File: config.mk
export PLATFORM = sky130hd
export DESIGN_NAME = nand_seq
export DESIGN_NICKNAME = d
export VERILOG_FILES = /design/src/rtl/nand_seq.sv
export SDC_FILE = /design/constraint.sdc
export NUM_CORES = 1
export LEC_CHECK = 0
export BUFFER_PORTS_ARGS = -buffer_cell sky130_fd_sc_hd__clkbuf_2
export CORE_MARGIN = 1
export CORE_UTILIZATION = 53
export DETAILED_ROUTE_END_ITERATION = 7
export PLACE_DENSITY = 0.79
export SKIP_LAST_GASP = 1
export SYNTH_ARGS = -nofsm -noshare
export SYNTH_HDL_FRONTEND = slang
export SYNTH_SLANG_ARGS = --single-unit
File: constraint.sdc
create_clock -name clk -period 3 [get_ports clk]
set_input_delay 0.3 -clock clk [delete_from_list [all_inputs] [get_ports clk]]
set_output_delay 0.3 -clock clk [all_outputs]
set_load 0.02 [all_outputs]
File: src/rtl/nand_seq.sv
module nand_seq #(
  parameter int BLK_W = 17
) (
  input  logic             clk,
  input  logic             rst_n,
  input  logic             req_valid,
  input  logic [2:0]       req_op,
  input  logic [23:0]      req_index,
  input  logic             cfg_large,
  input  logic             cfg_blk128,
  input  logic             cfg_extra,
  input  logic [BLK_W-1:0] cfg_blocks,
  output logic             busy,
  output logic             done,
  output logic             pass,
  output logic             bad_idx,
  output logic             cyc_valid,
  input  logic             cyc_ready,
  output logic             cyc_is_addr,
  output logic [7:0]       cyc_byte,
  input  logic             nand_rdy,
  output logic             xfer_req,
  input  logic             xfer_done,
  output logic             stat_req,
  input  logic             stat_valid,
  input  logic [7:0]       stat_byte
);
  localparam int IDX_W = 24;
  localparam int LIM_W = BLK_W + 7;
  localparam int LST_N = 8;

  localparam logic [2:0] OP_RST = 3'd0, OP_RID = 3'd1, OP_RD = 3'd2,
                         OP_PRG = 3'd3, OP_ERS = 3'd4;

  typedef enum logic [3:0] {
    S_IDLE, S_WAIT0, S_EMIT, S_XFER, S_TAIL, S_WAIT1, S_STCMD, S_STRD, S_DONE
  } state_t;

  state_t           state;
  logic [2:0]       op_q;
  logic [IDX_W-1:0] idx_q;
  logic             large_q, extra_q, pass_q, bad_q;
  logic [2:0]       sh_q, step;

  logic [2:0]       sh_in;
  logic [LIM_W-1:0] page_lim;
  logic             is_page_op, bad_in;

  assign sh_in      = !cfg_large ? 3'd5 : (cfg_blk128 ? 3'd7 : 3'd6);
  assign page_lim   = LIM_W'(cfg_blocks) << sh_in;
  assign is_page_op = (req_op == OP_RD) || (req_op == OP_PRG);
  assign bad_in     = (req_op > OP_ERS) ||
                      (is_page_op && (LIM_W'(req_index) >= page_lim)) ||
                      ((req_op == OP_ERS) && (LIM_W'(req_index) >= LIM_W'(cfg_blocks)));

  logic [8:0]       lst [LST_N];
  logic [3:0]       n_lst;
  logic [IDX_W-1:0] row;

  assign row = (op_q == OP_ERS) ? (idx_q << sh_q) : idx_q;

  always_comb begin
    for (int k = 0; k < LST_N; k++) lst[k] = 9'h000;
    n_lst = 4'd0;
    case (op_q)
      OP_RST: begin
        lst[0] = {1'b0, 8'hFF}; n_lst = 4'd1;
      end
      OP_RID: begin
        lst[0] = {1'b0, 8'h90}; lst[1] = {1'b1, 8'h00}; n_lst = 4'd2;
      end
      OP_RD, OP_PRG: begin
        lst[0] = {1'b0, (op_q == OP_RD) ? 8'h00 : 8'h80};
        lst[1] = {1'b1, 8'h00};
        n_lst  = 4'd2;
        if (large_q) begin
          lst[n_lst[2:0]] = {1'b1, 8'h00}; n_lst = n_lst + 4'd1;
        end
        lst[n_lst[2:0]] = {1'b1, row[7:0]};  n_lst = n_lst + 4'd1;
        lst[n_lst[2:0]] = {1'b1, row[15:8]}; n_lst = n_lst + 4'd1;
        if (extra_q) begin
          lst[n_lst[2:0]] = {1'b1, row[23:16]}; n_lst = n_lst + 4'd1;
        end
        if (large_q && op_q == OP_RD) begin
          lst[n_lst[2:0]] = {1'b0, 8'h30}; n_lst = n_lst + 4'd1;
        end
      end
      OP_ERS: begin
        lst[0] = {1'b0, 8'h60};
        lst[1] = {1'b1, row[7:0]};
        lst[2] = {1'b1, row[15:8]};
        n_lst  = 4'd3;
        if (extra_q) begin
          lst[3] = {1'b1, row[23:16]}; n_lst = 4'd4;
        end
        lst[n_lst[2:0]] = {1'b0, 8'hD0}; n_lst = n_lst + 4'd1;
      end
      default: n_lst = 4'd0;
    endcase
  end

  logic last_item;
  assign last_item = ({1'b0, step} == (n_lst - 4'd1));

  assign busy        = (state != S_IDLE);
  assign done        = (state == S_DONE);
  assign pass        = pass_q;
  assign bad_idx     = bad_q;
  assign cyc_valid   = (state == S_EMIT) || (state == S_TAIL) || (state == S_STCMD);
  assign cyc_is_addr = (state == S_EMIT) && lst[step][8];
  assign cyc_byte    = (state == S_EMIT) ? lst[step][7:0] :
                       (state == S_TAIL) ? 8'h10 : 8'h70;
  assign xfer_req    = (state == S_XFER);
  assign stat_req    = (state == S_STRD);

  always_ff @(posedge clk) begin
    if (!rst_n) begin
      state   <= S_IDLE;
      op_q    <= OP_RST;
      idx_q   <= '0;
      large_q <= 1'b0;
      extra_q <= 1'b0;
      sh_q    <= 3'd5;
      step    <= 3'd0;
      pass_q  <= 1'b0;
      bad_q   <= 1'b0;
    end else begin
      case (state)
        S_IDLE: if (req_valid) begin
          op_q    <= req_op;
          idx_q   <= req_index;
          large_q <= cfg_large;
          extra_q <= cfg_extra;
          sh_q    <= sh_in;
          step    <= 3'd0;
          pass_q  <= 1'b0;
          bad_q   <= bad_in;
          if (bad_in)                state <= S_DONE;
          else if (req_op == OP_RST) state <= S_EMIT;
          else                       state <= S_WAIT0;
        end
        S_WAIT0: if (nand_rdy) state <= S_EMIT;
        S_EMIT: if (cyc_ready) begin
          if (last_item) begin
            case (op_q)
              OP_RST: begin pass_q <= 1'b1; state <= S_DONE; end
              OP_PRG: state <= S_XFER;
              default: state <= S_WAIT1;
            endcase
          end else begin
            step <= step + 3'd1;
          end
        end
        S_XFER: if (xfer_done) state <= S_TAIL;
        S_TAIL: if (cyc_ready) state <= S_WAIT1;
        S_WAIT1: if (nand_rdy) begin
          if (op_q == OP_PRG || op_q == OP_ERS) state <= S_STCMD;
          else begin pass_q <= 1'b1; state <= S_DONE; end
        end
        S_STCMD: if (cyc_ready) state <= S_STRD;
        S_STRD: if (stat_valid) begin
          pass_q <= ((stat_byte & 8'h41) == 8'h40);
          state  <= S_DONE;
        end
        S_DONE: state <= S_IDLE;
        default: state <= S_IDLE;
      endcase
    end
  end
endmodule

* Word level (Yosys, flattened, before mapping)
Cells that the tools add are included.
** Word-level totals
- Flip-flop bits (word level) :: 41
- Bits in latches :: 0
- RAM bits :: 0
- Bits in read-only memories :: 0
- Input bits :: 62
- Output and inout bits :: 16
- Word-level logic and storage cells :: 165
- Memories kept :: 0
** Operators by class
- Add/subtract/negate cells :: 7
- $mul :: 0
- Divide/modulo/power cells :: 0
- Magnitude comparators :: 14
- Equality and inequality tests :: 29
- Shift operators :: 2
- Multiplexer cells :: 66
- Bitwise gates (word level) :: 12
- Reduce and logical (&&, ||, !) cells :: 26
** Operators with widths (count)
- bitwise mux 72 bit :: 3
- 2-to-1 mux 72 bit :: 3
- demux 9 bit (select 3 bit) :: 5
- one-hot mux 54 bit (2 select lines) :: 1
- 2-to-1 mux 9 bit :: 11
- 2-to-1 mux 4 bit :: 16
- bitwise AND 56 bit :: 1
- inverter 56 bit :: 1
- bitwise AND 47 x 48 -> 48 bit :: 1
- inverter 48 bit :: 1
- one-hot mux 9 bit (4 select lines) :: 1
- one-hot mux 4 bit (8 select lines) :: 1
- binary-select mux 9 bit (select 3 bit) :: 1
- one-hot mux 9 bit (3 select lines) :: 1
- greater-or-equal comparator 24 x 17 -> 1 bit :: 1
- greater-or-equal comparator 24 bit :: 1
- greater-or-equal comparator 4 bit (second input constant) :: 6
- 2-to-1 mux 24 bit :: 1
- inverter 3 -> 4 bit :: 6
- OR 23 x 24 -> 24 bit :: 1
- << shifter 17 x 3 -> 24 bit :: 1
- << shifter 24 x 3 -> 24 bit :: 1
- adder 4 x 1 -> 4 bit (second input constant) :: 5
- < comparator 4 x 1 -> 1 bit (second input constant) :: 5
- 35 further kinds :: 81

* Depth between registers and ports, before layout
- Depth in word-level cells :: 21
- Depth in mapped cells :: 15
- Depth with buffers taken out :: 13

* Worst setup path after synthesis
OpenSTA, ideal clock, no wires.
- Path kind :: register to register
- Start point :: register large_q
- End point :: register state[0]
- Library setup time :: 88 ps
- Data arrival time :: 3029 ps
- Required time :: 2912 ps
- Setup slack :: -117 ps
- Stages on the path, launching flop included :: 15
- Path buffers :: 2
- Period minus slack after synthesis :: 3117 ps
- Cell sequence :: dfxtp_1 > clkinv_1 > clkbuf_1 > ha_1 > xor2_1 > a22oi_1 > o21a_1 > ha_1 > xnor2_1 > a21oi_1 > a21o_1 > and4_1 > buf_4 > nor2_1 > a311oi_2
** Between the ends
- Longest elaborated chain between the ends :: 14
- Elaborated cells between the ends (all ways) :: 15
- Those cells by class :: add/sub: 5; eq/ne: 2; mux: 6; reduce/logical: 2
** Ends and longest elaborated chain
- start, declared :: line 42 : logic large_q, extra_q, pass_q, bad_q;
- start signal, assigned :: line 132 : large_q <= cfg_large;
- 2-to-1 mux 1 bit :: line 76 : if (large_q) begin
- 2-to-1 mux 4 bit :: line 65 : case (op_q)
- adder 4 x 1 -> 4 bit :: line 79 : lst[n_lst[2:0]] = {1'b1, row[7:0]}; n_lst = n_lst + 4'd1;
- adder 4 x 1 -> 4 bit :: line 80 : lst[n_lst[2:0]] = {1'b1, row[15:8]}; n_lst = n_lst + 4'd1;
- adder 4 x 1 -> 4 bit :: line 82 : lst[n_lst[2:0]] = {1'b1, row[23:16]}; n_lst = n_lst + 4'd1;
- 2-to-1 mux 4 bit :: line 81 : if (extra_q) begin
- 2-to-1 mux 4 bit :: line 65
- adder 4 x 1 -> 4 bit :: line 85 : lst[n_lst[2:0]] = {1'b0, 8'h30}; n_lst = n_lst + 4'd1;
- 2-to-1 mux 4 bit (*) :: line 84 : if (large_q && op_q == OP_RD) begin
- one-hot mux 4 bit (4 select lines) (*) :: line 65
- subtractor 4 x 1 -> 4 bit (*) :: line 103 : assign last_item = ({1'b0, step} == (n_lst - 4'd1));
- equality test 3 x 4 -> 1 bit (*) :: line 103
- inequality test 2 bit (no line) (*)
- AND reduction 9 bit (no line) (*)
- end signal, assigned :: line 118 : state <= S_IDLE;
- end signal, assigned :: line 138 : if (bad_in) state <= S_DONE;
- end signal, assigned :: line 139 : else if (req_op == OP_RST) state <= S_EMIT;
- end, declared :: line 39 : state_t state;
Every way passes the cells marked *; elsewhere a longest branch is shown, timed or not. The select of a mux whose other input is x is not followed.
A chain may end at the register's enable or synchronous reset.

* Worst setup path after layout
Ends and elaborated chain as after synthesis.

==> impl_results.md <==
- Clock slew at the register clock pins of the worst setup and hold paths: 100 ps
- Yosys reg bits: 39
- Via density: 6.46
- Max_cap viols: 0
- Die W: 96.1 um
- Syn nets: 790
- PortBufs: just over 70
- Setup_tns: 0 ps
- Core Util, Final: 0.629
- Die area: ~9200 um2
- CP startpoint kind: flop
- Cells after Synth: 685
- Final Setup Violations: 0
- Grt total ovfl: 0
- DRT Pass-1 Iters: 5
- Gpl congestion: 0.954
- RSZ-0062 raised after global routing: true
- CTS max path bufs: 2
- Total GRT Usage: 0.329
- Post-DRT Antenna Nets: 0
- Area growth syn-to-layout: 12.2%
- EDFF count, synth: 0
- Max Slew Vio Count: 0
- Initial antenna violation count: 0
- Post-synthesis cell type count: 68
- Yosys top cell area share: 0.166
- Lkg Pwr: ~2.2 nW
- WL final: about 14000 um
- Least-Margin Pin Slew: between 900 and 1000 ps
- Pwr per Cell Area: about 650 nW/um2
- Largest net degree at the start of global routing: 46
- Worst path required time: approximately 3200 ps
- Share of synthesized registers carrying an async set or reset: 0
- Syn_area_per_cell: 6.86 um2
- Clock Sinks: 39
- HP Class: in -> reg
- Post-layout min period: between 2000 and 3000 ps
- Critical path class: reg -> reg
- Chip height: 96.1 um
- Sequential cell area: 785 um2
- DRT iter0 DRCs: ~490
- Syn Std Cell Area: ~4700 um2
- Share of cells above drive strength 1: 0.183
- H-Tree Depth: 2
- Setup Skew: approximately 17 ps
- YS warnings: 0
- Drt wl/cell: roughly 17 um
- Ant diodes: 0
- Global-route wire length before repair: ~24000 um
- CTS tree: yes
- Status: complete, no violations
- Register area share after synthesis: 0.166
- Post-detail-place hpwl: around 11000 um
- Drt drc: 0
- Synth top area cells: dfxtp_1 (17%), ha_1 (11%), nand2_1 (9.7%), a21oi_1 (7.8%), o21ai_0 (6.7%)
- Achievable frequency: roughly 340 MHz
- Clock root cell: clkbuf_8
- IO Pins: 78
- Worst Path Arrival: around 3100 ps
- Initial Util: 0.560
- Multi-input logic area: ~3600 um2
- Later-pin clock latency in the skew report: about 310 ps
- Post-synth top area cell: dfxtp_1
- Crit share post-route: 0.967
- Critical path peak fanout: 5
- Vias: approximately 5400
- Fillcell total: 791
- Vias in the first global route: between 4000 and 5000
- Worst setup EP type: flop
- Fin nets: 840
- Num rows: 33
- CTS Buf Count: 5
- Final Hold Fails: 0
- Core area: ~8400 um2
- VDD IR-drop max: approximately 0.00027 V
- Rel. slew slack: 0.387
- Main synth FF type: dfxtp_1
flip-flops by register name, summed over array words and instances, names as in the netlist:
name / count
sh_q: 1
bad_idx: 1
step: 3
state: 4
large_q: 1
idx_q: 24
pass: 1
extra_q: 1
op_q: 3
cells in the mapped netlist, types with 6 or more instances:
cell type / number
nand3_1: 15
inv_1: 27
nand2b_1: 8
nor3_1: 15
dfxtp_1: 39
o211ai_1: 24
a21oi_1: 73
buf_2: 7
mux2i_1: 26
mux2_2: 6
a211oi_1: 6
nand2_1: 121
ha_1: 43
clkbuf_1: 40
nor2_1: 43
nor2b_1: 8
a31oi_1: 11
a21o_1: 6
o21ai_0: 63
where the power goes:
| part | switching (mW) | internal (mW) |
|---|---|---|
| Sequential | 0.216 | 0.651 |
| Clock | 0.213 | 0.166 |
| Combinational | 1.36 | 0.834 |
layer usage:
layer	routed length (um)	part of all wire	vias to the layer above	global-route usage
li1	-	-	2601	-
met1	6330	0.44	2522	0.440
met2	6510	0.45	264	0.524
met3	1130	0.078	47	0.0450
met4	498	0.034	0	0.146
met5	0	0	-	0
worst max-delay path, stage by stage (launching register included):
cell      delay [ps]
dfxtp_2          350
clkinv_2          70
ha_1             380
xor2_1           170
a22oi_1          260
o21a_1           200
ha_1             260
xnor2_1          140
a21oi_2          180
a21o_1           140
and4_2           330
nor2_1            80
a311oi_2         260
area by class of cell:
cell class / instances / area share
multi-input cells: 563 / 0.680
flip-flops and latches: 39 / 0.149
repair buffers: 98 / 0.108
well taps: 105 / 0.0249
inverters: 28 / 0.0202
clock buffers: 5 / 0.0131
clock inverters: 3 / 0.00451
placed cells by master, fill, tap and decap left out, types with 4 or more instances in the layout:
cell      count
nand2_1     121
a21oi_1      72
clkbuf_2     71
o21ai_0      63
ha_1         43
nor2_1       42
dfxtp_1      36
inv_1        27
mux2i_1      26
buf_4        26
o211ai_1     24
nand3_1      15
nor3_1       14
a31oi_1      11
nand2b_1      8
nor2b_1       8
mux2_2        6
a211oi_1      6
a21o_1        6
nor4_1        5
o221ai_1      5
xnor2_1       5
and3_1        5
clkbuf_8      5
nor3b_1       4
o21a_1        4
o41ai_1       4
nand4_1       4
cells by family after synthesis:
group | after synthesis | synth area share
AND/OR/NAND/NOR | 246 | 0.241
AO/OA/AOI/OAI | 233 | 0.311
buffers and inverters | 83 | 0.0754
adder cells (fa/ha/maj) | 43 | 0.115
flip-flops | 39 | 0.166
multiplexers | 34 | 0.0794
XOR/XNOR | 6 | 0.0112
other | 1 | 0.000798
metrics by stage:
stage / hold slack, ps / cells / area, um2 / worst slack (ps) / total power [mW]
2_1_floorplan: 376 / 685 / 4700 / 93.5 / 2.38
4_1_cts: 227 / 840 / 5230 / 27.5 / 3.34
6_report: 230 / 841 / 5270 / 97.8 / 3.44
5_1_grt: 233 / 841 / 5270 / -30.7 / 3.68
3_5_place_dp: 463 / 832 / 5130 / 61.0 / 2.95
3_3_place_gp: 455 / 832 / 5130 / 230 / 2.87
final timing paths:
| kind | from | slack (ps) | cells after the start | endpoint |
|---|---|---|---|---|
| min reg2reg | idx_q[21]$_SDFFE_PN0P_ | 470 | 2 | idx_q[21]$_SDFFE_PN0P_ |
| max | large_q$_SDFFE_PN0P_ | 100 | 12 | state[0]$_SDFFE_PN0P_ |
| max reg2reg | large_q$_SDFFE_PN0P_ | 100 | 12 | state[0]$_SDFFE_PN0P_ |
| min | req_index[0] | 230 | 3 | idx_q[0]$_SDFFE_PN0P_ |
what timing repair did:
action | in CTS | in global routing
setup endpoints to repair | 1 | 7
gates resized for setup | 2 | 10
hold buffers | 0 | 0
hold endpoints to repair | 0 | 0
pin swaps | 0 | 2
buffers inserted | 0 | 1
(Power assumes the default switching activity.)
